<file path="src/rtl/mbr_pkg.sv">
package mbr_pkg;
  typedef enum logic [2:0] {
    OP_OTHER = 3'd0,
    OP_BNEI  = 3'd1,
    OP_BEQI  = 3'd2,
    OP_BSET  = 3'd3,
    OP_BCLR  = 3'd4,
    OP_CALL  = 3'd5,
    OP_RET   = 3'd6,
    OP_SECSW = 3'd7
  } mbr_op_e;
endpackage

</file>
<file path="src/rtl/mbr_cond.sv">
module mbr_cond
  import mbr_pkg::*;
#(
  parameter int DATA_W = 32,
  parameter int FLD_W  = 6
) (
  input  mbr_op_e           op,
  input  logic [DATA_W-1:0] src,
  input  logic [FLD_W-1:0]  fld,
  output logic              hit
);
  localparam logic [FLD_W:0] BIT_LIM = (FLD_W+1)'(DATA_W);

  logic [DATA_W-1:0] imm_ext;
  logic [DATA_W-1:0] shifted;
  logic [FLD_W-1:0]  bit_idx;
  logic              imm_eq;
  logic              bit_one;
  logic              cond_zero;

  always_comb begin
    imm_ext   = DATA_W'(fld);
    imm_eq    = (src == imm_ext);
    bit_idx   = fld - FLD_W'(1);
    shifted   = src >> bit_idx;
    bit_one   = (fld != '0) && ({1'b0, fld} <= BIT_LIM) && shifted[0];
    cond_zero = (fld == '0) ? (src == '0) : !bit_one;
    unique case (op)
      OP_BNEI: hit = !imm_eq;
      OP_BEQI: hit = imm_eq;
      OP_BSET: hit = !cond_zero;
      OP_BCLR: hit = cond_zero;
      default: hit = 1'b0;
    endcase
  end
endmodule

</file>
<file path="src/rtl/mbr_retstack.sv">
module mbr_retstack #(
  parameter int DEPTH = 8,
  parameter int PC_W  = 12
) (
  input  logic            clk,
  input  logic            rst_n,
  input  logic            push,
  input  logic [PC_W-1:0] push_val,
  input  logic            pop,
  output logic [PC_W-1:0] top,
  output logic            full,
  output logic            empty
);
  localparam int CNT_W = $clog2(DEPTH + 1);
  localparam int PTR_W = (DEPTH > 1) ? $clog2(DEPTH) : 1;
  localparam logic [CNT_W-1:0] CNT_MAX = CNT_W'(DEPTH);

  logic [PC_W-1:0]  mem [DEPTH];
  logic [CNT_W-1:0] cnt_q, cnt_n;
  logic [CNT_W-1:0] top_cnt;
  logic             do_push, do_pop;

  always_comb begin
    full    = (cnt_q == CNT_MAX);
    empty   = (cnt_q == '0);
    do_push = push && !full;
    do_pop  = pop && !empty;
    cnt_n   = cnt_q;
    if (do_push)     cnt_n = cnt_q + CNT_W'(1);
    else if (do_pop) cnt_n = cnt_q - CNT_W'(1);
    top_cnt = cnt_q - CNT_W'(1);
    top     = mem[top_cnt[PTR_W-1:0]];
  end

  always_ff @(posedge clk or negedge rst_n) begin
    if (!rst_n) cnt_q <= '0;
    else if (do_push || do_pop) cnt_q <= cnt_n;
  end

  always_ff @(posedge clk) begin
    if (do_push) mem[cnt_q[PTR_W-1:0]] <= push_val;
  end
endmodule

</file>
<file path="src/rtl/mbr_unit.sv">
module mbr_unit
  import mbr_pkg::*;
#(
  parameter int PC_W      = 12,
  parameter int DATA_W    = 32,
  parameter int FLD_W     = 6,
  parameter int SEL_W     = 5,
  parameter int RS_DEPTH  = 8,
  parameter int RESET_PC  = 0,
  parameter int SEC_SKIP  = 3,
  parameter int CALL_LINK = 2
) (
  input  logic              clk,
  input  logic              rst_n,
  input  logic              issue,
  input  logic [2:0]        op,
  input  logic              rep,
  input  logic [SEL_W-1:0]  src_sel,
  input  logic [DATA_W-1:0] src_val,
  input  logic [FLD_W-1:0]  fld,
  input  logic [PC_W-1:0]   boff,
  input  logic [PC_W-1:0]   call_tgt,
  input  logic              ret_irq,
  input  logic              sec_bit,
  input  logic              sec_ok,
  output logic [PC_W-1:0]   fetch_pc,
  output logic              br_taken,
  output logic [PC_W-1:0]   br_target,
  output logic              illegal,
  output logic              rs_ovf,
  output logic              rs_unf,
  output logic              irq_ret,
  output logic              secure_mode
);
  localparam logic [PC_W-1:0] PC_RST  = PC_W'(RESET_PC);
  localparam logic [PC_W-1:0] PC_ONE  = PC_W'(1);
  localparam logic [PC_W-1:0] PC_SKIP = PC_W'(SEC_SKIP);
  localparam logic [PC_W-1:0] PC_LINK = PC_W'(CALL_LINK);

  mbr_op_e           op_e;
  logic [DATA_W-1:0] src_eff;
  logic              cond_hit;
  logic              is_br, is_ctl, is_xfer;
  logic              bad, act;
  logic              br_go, call_go, ret_go, ret_none, call_drop, sec_go;
  logic              take;
  logic [PC_W-1:0]   dest;
  logic [PC_W-1:0]   pc_n;
  logic [PC_W-1:0]   rs_top;
  logic              rs_full, rs_empty;

  logic [PC_W-1:0]   pc_q;
  logic              pend_q;
  logic              taken_q;
  logic [PC_W-1:0]   tgt_q;
  logic              ill_q, ovf_q, unf_q, irq_q, sec_q;

  mbr_cond #(.DATA_W(DATA_W), .FLD_W(FLD_W)) u_cond (
    .op  (op_e),
    .src (src_eff),
    .fld (fld),
    .hit (cond_hit)
  );

  mbr_retstack #(.DEPTH(RS_DEPTH), .PC_W(PC_W)) u_rs (
    .clk      (clk),
    .rst_n    (rst_n),
    .push     (call_go),
    .push_val (pc_q + PC_LINK),
    .pop      (ret_go),
    .top      (rs_top),
    .full     (rs_full),
    .empty    (rs_empty)
  );

  always_comb begin
    op_e      = mbr_op_e'(op);
    src_eff   = (src_sel == '0) ? '0 : src_val;
    is_br     = (op_e == OP_BNEI) || (op_e == OP_BEQI) ||
                (op_e == OP_BSET) || (op_e == OP_BCLR);
    is_ctl    = is_br || (op_e == OP_CALL) || (op_e == OP_RET);
    is_xfer   = is_ctl || (op_e == OP_SECSW);
    bad       = issue && ((rep && is_ctl) || (pend_q && is_xfer));
    act       = issue && !bad;
    br_go     = act && is_br && cond_hit;
    call_go   = act && (op_e == OP_CALL);
    call_drop = call_go && rs_full;
    ret_go    = act && (op_e == OP_RET) && !rs_empty;
    ret_none  = act && (op_e == OP_RET) && rs_empty;
    sec_go    = act && (op_e == OP_SECSW) && sec_ok;
    take      = br_go || call_go || ret_go;

    dest = tgt_q;
    if (br_go)        dest = pc_q + boff;
    else if (call_go) dest = call_tgt;
    else if (ret_go)  dest = rs_top;

    if (pend_q)      pc_n = tgt_q;
    else if (sec_go) pc_n = pc_q + PC_SKIP;
    else             pc_n = pc_q + PC_ONE;
  end

  always_ff @(posedge clk or negedge rst_n) begin
    if (!rst_n) begin
      pc_q    <= PC_RST;
      pend_q  <= 1'b0;
      taken_q <= 1'b0;
      tgt_q   <= '0;
      ill_q   <= 1'b0;
      ovf_q   <= 1'b0;
      unf_q   <= 1'b0;
      irq_q   <= 1'b0;
      sec_q   <= 1'b0;
    end else begin
      if (issue) begin
        pc_q   <= pc_n;
        pend_q <= take;
      end
      if (take)   tgt_q <= dest;
      if (sec_go) sec_q <= sec_bit;
      taken_q <= take;
      ill_q   <= bad;
      ovf_q   <= call_drop;
      unf_q   <= ret_none;
      irq_q   <= ret_go && ret_irq;
    end
  end

  assign fetch_pc    = pc_q;
  assign br_taken    = taken_q;
  assign br_target   = tgt_q;
  assign illegal     = ill_q;
  assign rs_ovf      = ovf_q;
  assign rs_unf      = unf_q;
  assign irq_ret     = irq_q;
  assign secure_mode = sec_q;
endmodule

</file>
<file path="config.mk">
export PLATFORM = sky130hd
export DESIGN_NAME = mbr_unit
export DESIGN_NICKNAME = d
export VERILOG_FILES = /design/src/rtl/mbr_pkg.sv /design/src/rtl/mbr_cond.sv /design/src/rtl/mbr_retstack.sv /design/src/rtl/mbr_unit.sv
export SDC_FILE = /design/constraint.sdc
export NUM_CORES = 1
export LEC_CHECK = 0
export BUFFER_PORTS_ARGS = -buffer_cell sky130_fd_sc_hd__buf_2
export CORE_UTILIZATION = 24
export DETAILED_ROUTE_END_ITERATION = 10
export MAX_ROUTING_LAYER = met4
export PLACE_DENSITY = 0.43
export SYNTH_ARGS = -nofsm -noshare
export SYNTH_HDL_FRONTEND = slang
export SYNTH_SLANG_ARGS = --single-unit
</file>
<file path="constraint.sdc">
create_clock -name clk -period 5.91 [get_ports clk]
set_clock_uncertainty 0.05 [all_clocks]
set_input_delay 1.182 -clock clk [delete_from_list [all_inputs] [get_ports clk]]
set_output_delay 1.182 -clock clk [all_outputs]
set_load 0.1 [all_outputs]
</file>
### Word level (Yosys, flattened, before mapping)

Memories as Yosys holds them, arrays and structs flattened.
Index checks and enable logic that the tools add are counted.

| storage, ports and cells | value |
|---|---|
| register bits after elaboration | 35 |
| latch bits | 0 |
| bits in writable memories | 96 |
| bits in read-only memories | 0 |
| input bits | 77 |
| output and inout port bits | 30 |
| memories kept | 1 |

| operators by class | value |
|---|---|
| $add $sub $neg | 7 |
| $mul | 0 |
| div/mod/pow operators | 0 |
| $lt $le $gt $ge | 1 |
| eq/ne operators | 9 |
| shift-type cells | 1 |
| multiplexer cells | 12 |
| bitwise operators | 0 |
| reductions and logical operators | 43 |

Memory list:

| name | depth | bits a word | rd ports | clocked after Yosys merged registers in | write ports | line | text |
|---|---|---|---|---|---|---|---|
| u_rs.mem | 8 | 12 | 1 | 0 | 1 | mbr_retstack.sv:18 | `logic [PC_W-1:0] mem [DEPTH];` |

Operator list:

| operator | count |
|---|---|
| 12-bit 2-to-1 mux | 5 |
| 32-bit by 6-bit == test with 1-bit output | 1 |
| 32-bit zero test | 1 |
| 32-bit 2-to-1 mux | 1 |
| 32-bit by 6-bit >> shifter with 1-bit output | 1 |
| 12-bit by 2-bit adder with 12-bit output, second input constant | 2 |
| 1-bit logical AND | 18 |
| 12-bit by 1-bit adder with 12-bit output, second input constant | 1 |
| 12-bit adder | 1 |
| 3-bit == test, second input constant | 4 |
| 1-bit logical OR | 10 |
| 4-bit 2-to-1 mux | 2 |
| 3-bit by 2-bit == test with 1-bit output, second input constant | 2 |
| 6-bit less-or-equal comparator, second input constant | 1 |
| 1-bit zero test | 6 |
| 6-bit zero test | 1 |
| 6-bit nonzero test | 1 |
| 6-bit by 1-bit subtractor with 6-bit output, second input constant | 1 |
| 5-bit zero test | 1 |
| 4-bit by 1-bit adder with 4-bit output, second input constant | 1 |
| 4-bit == test, second input constant | 1 |
| 4-bit zero test | 1 |
| 1-bit case mux with 4 select lines | 1 |
| 2-bit AND reduction | 2 |
| other kinds (5) | 7 |

### Longest topological paths before layout

| depth | value |
|---|---|
| word-level depth | 17 |
| depth in mapped cells | 13 |
| mapped depth without buffers | 11 |

### Modules after synthesis

A second synthesis with hierarchy kept.

| second synthesis, totals | value |
|---|---|
| cells, all modules | 609 |
| area, all modules | 7,536.0 sq um |

By module, submodules not included:

| module | times used | cells an instance | area each (sq um) |
|---|---|---|---|
| mbr_retstack | 1 | 191 | 4,031.4 |
| mbr_unit | 1 | 315 | 2,715.1 |
| mbr_cond | 1 | 103 | 789.5 |

### Least setup slack after synthesis

Ideal clock, no wire load.

| path | value |
|---|---|
| path kind | input -> register |
| start point | input port issue |
| end point | memory u_rs.mem[0][0] (enable) |
| setup time | 0.412 ns |
| data arrival time | 3.734 ns |
| data required time | 5.448 ns |
| path slack | 1.713 ns |
| cell stages on the path | 6 |
| path through | clkbuf_1 > nor2b_1 > nand2_1 > nor3_1 > nand2_1 > nor4_1 |

| on the way | value |
|---|---|
| longest elaborated chain between the ends | 7 |

RTL lines:

| what | line | text |
|---|---|---|
| from (decl) | mbr_unit.sv:15 | `input logic issue,` |
| 1-bit logical AND | mbr_unit.sv:83 | `bad = issue && ((rep && is_ctl) \|\| (pend_q && is_xfer));` |
| 1-bit zero test | mbr_unit.sv:84 | `act = issue && !bad;` |
| 1-bit logical AND (*) | mbr_unit.sv:84 |  |
| 1-bit logical AND (*) | mbr_unit.sv:86 | `call_go = act && (op_e == OP_CALL);` |
| 1-bit logical AND (*) | mbr_retstack.sv:26 | `do_push = push && !full;` |
| 1-bit 2-to-1 mux (*) | mbr_retstack.sv:41 | `if (do_push) mem[cnt_q[PTR_W-1:0]] <= push_val;` |
| 1-bit 2-to-1 mux (implied by the code) (*) | mbr_retstack.sv:41 |  |
| to (decl) | mbr_retstack.sv:18 |  |

Mark *: on every way between the ends. The rest lies on a longest branch, timed or not.

### Final worst setup path

| path | value |
|---|---|
| start point | input port fld[0] |
| end point | register tgt_q[9], in the netlist br_target[9] |

| on the way | value |
|---|---|
| longest elaborated chain between the ends | 11 |

RTL lines:

| what | line | text |
|---|---|---|
| from (decl) | mbr_unit.sv:20 | `input logic [FLD_W-1:0] fld,` |
| 6-bit by 1-bit subtractor with 6-bit output, or another cell as far along | mbr_cond.sv:24 | `bit_idx = fld - FLD_W'(1);` |
| 32-bit by 6-bit >> shifter with 1-bit output or 1-bit logical AND (tied branches) | mbr_cond.sv:25, mbr_cond.sv:26 |  |
| 1-bit logical AND | mbr_cond.sv:26 | `bit_one = (fld != '0) && ({1'b0, fld} <= BIT_LIM) && shifted[0];` |
| 1-bit zero test | mbr_cond.sv:27 | `cond_zero = (fld == '0) ? (src == '0) : !bit_one;` |
| 1-bit 2-to-1 mux | mbr_cond.sv:27 |  |
| 1-bit zero test | mbr_cond.sv:31 | `OP_BSET: hit = !cond_zero;` |
| 1-bit case mux with 4 select lines (*) | mbr_cond.sv:28 | `unique case (op)` |
| 1-bit logical AND (*) | mbr_unit.sv:85 | `br_go = act && is_br && cond_hit;` |
| 1-bit logical OR (2 in series) | mbr_unit.sv:91 | `take = br_go \|\| call_go \|\| ret_go;` |
| 2-bit AND reduction (no line) | n/a |  |
| to (signal assigned) | mbr_unit.sv:119 | `if (take) tgt_q <= dest;` |
| to (decl) | mbr_unit.sv:55 | `logic [PC_W-1:0] tgt_q;` |

Marked as above.
A chain may end at the register's enable or synchronous reset.

==> metrics.txt <==
starting density of the core 24.6%; DR vias/cell 4.85; vias in the first global route a little under 5k; clk sinks between 100 and 150; RSZ-0062 raised after global routing no; Num CTS Buffers 17; Die W around 170 µm; capturing point of the worst reg2reg path br_target[1]; antenna violations before repair 0; WL/cell approximately 18 µm; pin count of the biggest net entering global routing 36; worst skew pair latency 0.42 ns; Hold Path Depth 1; # resized after CTS 0; Layout area overhead 22.7%; Port-buffer cells roughly 110; H-tree levels 4; Synth Register Bits between 100 and 150; Final setup viols 0; Cells after Synth between 500 and 600; Worst VDD drop 0.237 mV; antenna cells 0; final instance area between 8000 and 9000 µm²; async set-reset flop share out of synthesis between 20% and 30%; CTS tree yes; Max clock buf depth 2; routability cong. around 0.85; dpl hpwl 13.4 mm; syn nets 633; Final Max Slew Viols 0; nets 739; measured slew at the worst slew-check pin a little under 0.9 ns; Place WS approximately 1.3 ns; cell area after synthesis 6920 µm²; CTS Root Buffer Type clkbuf_16; max frequency 244 MHz; Area after DPL about 8000 µm²; DRT iter0 DRCs between 200 and 300; IO Count roughly 110; Max Cap Viol 0; Req. time, crit path roughly 6.2 ns; row count 61; DIE AREA about 30000 µm²; Worst Hold End secure_mode; DR vias roughly 5.0k; Synth Area per Inst around 13 µm²; cts-stage hold buffer count 0; Util after Layout a little under a third; final hold vios 0; Critical Path Sink Type flop; final period utilization 69.3%; RR Startpoint u_rs.cnt_q[0]; Worst EP arrival about 4.4 ns; GRT Resource Usage Total 13.2%; Leak Pwr approximately 3.2 nW; Final Critical Period ~4.1 ns; Core Footprint 28100 µm²; pwr dens slightly above 500 nW/µm²; Clock transition at path regs 0.06 ns; total wire length around 19 mm; Worst Reg2Reg Path Length in Cells 9; number of flops mapped to enable cells by yosys 96; outcome finished, final reports clean; setup tns final 0 ns; relative slew slack between 40% and 50%; CP Class primary input to flop; CP max FO 15; Startpoint Class primary input; min-delay worst type flop to flop; Seq/Total Area, Yosys a little over half; postcts setup bufs 0; first-pass GRT wire length around 28 mm; filler instances approximately 2.9k; die height 172 µm; FF-to-FF setup slack around 2.5 ns; yosys warns 0; fraction of layout cells with a size suffix above 1 between 20% and 30%; Main synth FF type edfxtp_1; drt drc 0; Synth cell types 55; ANT nets after route 0; final worst slack 1.82 ns; hold path start secure_mode; Pre-antenna DRT Iters 4; grt total ovfl 0; Tot Pwr approximately 4.3 mW
stage by stage:
stage | hold WS [ns] | cells
5_1_grt | 0.499 | 1032
4_1_cts | 0.473 | 1032
6_report | 0.468 | 1032
2_1_floorplan | 0.462 | 537
3_3_place_gp | 0.467 | 1002
3_5_place_dp | 0.456 | 1002
worst max-delay path by stage:
stage	startpoint	to	slack, ns	cells past startpoint
after floorplan	issue	u_rs.mem[0][0]	1.71	6
after global placement	fld[0]	br_target[10]	1.52	9
after detailed placement	fld[0]	br_target[3]	1.34	9
after CTS	fld[0]	br_target[3]	1.81	9
after global routing	fld[0]	br_target[10]	1.65	9
final	fld[0]	br_target[9]	1.82	9
per-layer routing:
layer	share of wire (%)	global-route usage, %	up-vias
met2	47	20.3	169
met1	45	17.0	2521
met3	5.5	2.53	29
li1	-	-	2286
met5	0	-	-
met4	2.4	5.58	0
cell usage after synthesis (2+ instances only):
master     instances  share of area [%]
a2111oi_0          2               0.25
and2_1             3               0.27
nand3_1           16                1.2
o211ai_1           2               0.22
clkbuf_1          21                1.1
nor3b_1            2               0.22
buf_6              2               0.33
nor4bb_1           2               0.29
fa_1               2               0.58
o21ai_0           18                1.3
dfrtp_1           35                 13
or2_2              4               0.36
o31ai_1            3               0.33
and3_1             6               0.54
mux4_1             3                1.1
nand4b_1           3               0.38
a21oi_1           36                2.6
a21o_1             2               0.22
inv_1             21                1.1
a22o_1             5               0.63
nand2_1           28                1.5
nor4_1            12                1.1
mux4_2            31                 10
mux2_2             4               0.65
nor2b_1            4               0.36
nand3b_1           2               0.22
buf_1              5               0.27
mux2i_1           21                3.0
nand2b_1           5               0.45
o22ai_1            7               0.63
a31oi_1            3               0.27
edfxtp_1          96                 42
xnor2_1           16                2.0
o32ai_1            3               0.38
nor2_1            40                2.2
nor3_1            12               0.87
o311ai_0           2               0.25
o311a_1            4               0.58
ha_1              17                3.1
a211oi_1           9               0.98
xor2_1            12                1.5
nand4_1            3               0.27
report_power, final:
group | total [mW] | internal [mW] | switching (mW)
clock | 1.05 | 0.657 | 0.394
combinational | 1.87 | 0.592 | 1.28
sequential | 1.37 | 1.20 | 0.173
total | 4.29 | 2.45 | 1.85
layout by cell type (no fill, tap or decap), types with 5 or more instances in the layout:
cell,instances
a211oi_1,9
a21oi_1,36
a22o_1,5
and3_1,6
buf_2,106
buf_4,11
clkbuf_16,17
clkinvlp_4,5
dfrtp_1,34
edfxtp_1,96
ha_1,17
inv_1,21
mux2i_1,21
mux4_2,31
nand2_1,28
nand2b_1,5
nand3_1,16
nor2_1,39
nor3_1,11
nor4_1,8
o21ai_0,18
o22ai_1,7
xnor2_1,16
xor2_1,12
state kept, by name (all words and copies together) (netlist names):
signal       count
fetch_pc        12
br_taken         1
secure_mode      1
rs_ovf           1
irq_ret          1
pend_q           1
rs_unf           1
u_rs.mem        96
br_target       12
illegal          1
u_rs.cnt_q       4
final cells by class:
type	instances	area [µm²]	area share, %
inverter	21	78.8	0.929
sequential	131	3760	44.3
tap	378	473	5.57
multi-input combinational	355	2970	35.0
clock inverter	13	163	1.92
clock buffer	17	425	5.01
timing repair buffer	117	613	7.22
cell families after synthesis:
group	count (synthesis)	synth area share, %
xor+xnor	28	3.55
mux	59	14.9
fa+ha+maj	19	3.65
buf+inv	51	3.20
compound gates	104	9.80
flops	131	54.3
simple gates	145	10.5
critical path, cell delays in order:
cell     delay [ns]
buf_2          0.31
inv_1          0.12
ha_1           0.51
mux4_2         0.37
mux4_2         0.47
mux2_2         0.31
a211o_1        0.36
a21oi_4        0.48
mux2i_1        0.24
Note: power is estimated with default switching activity, not from simulation.
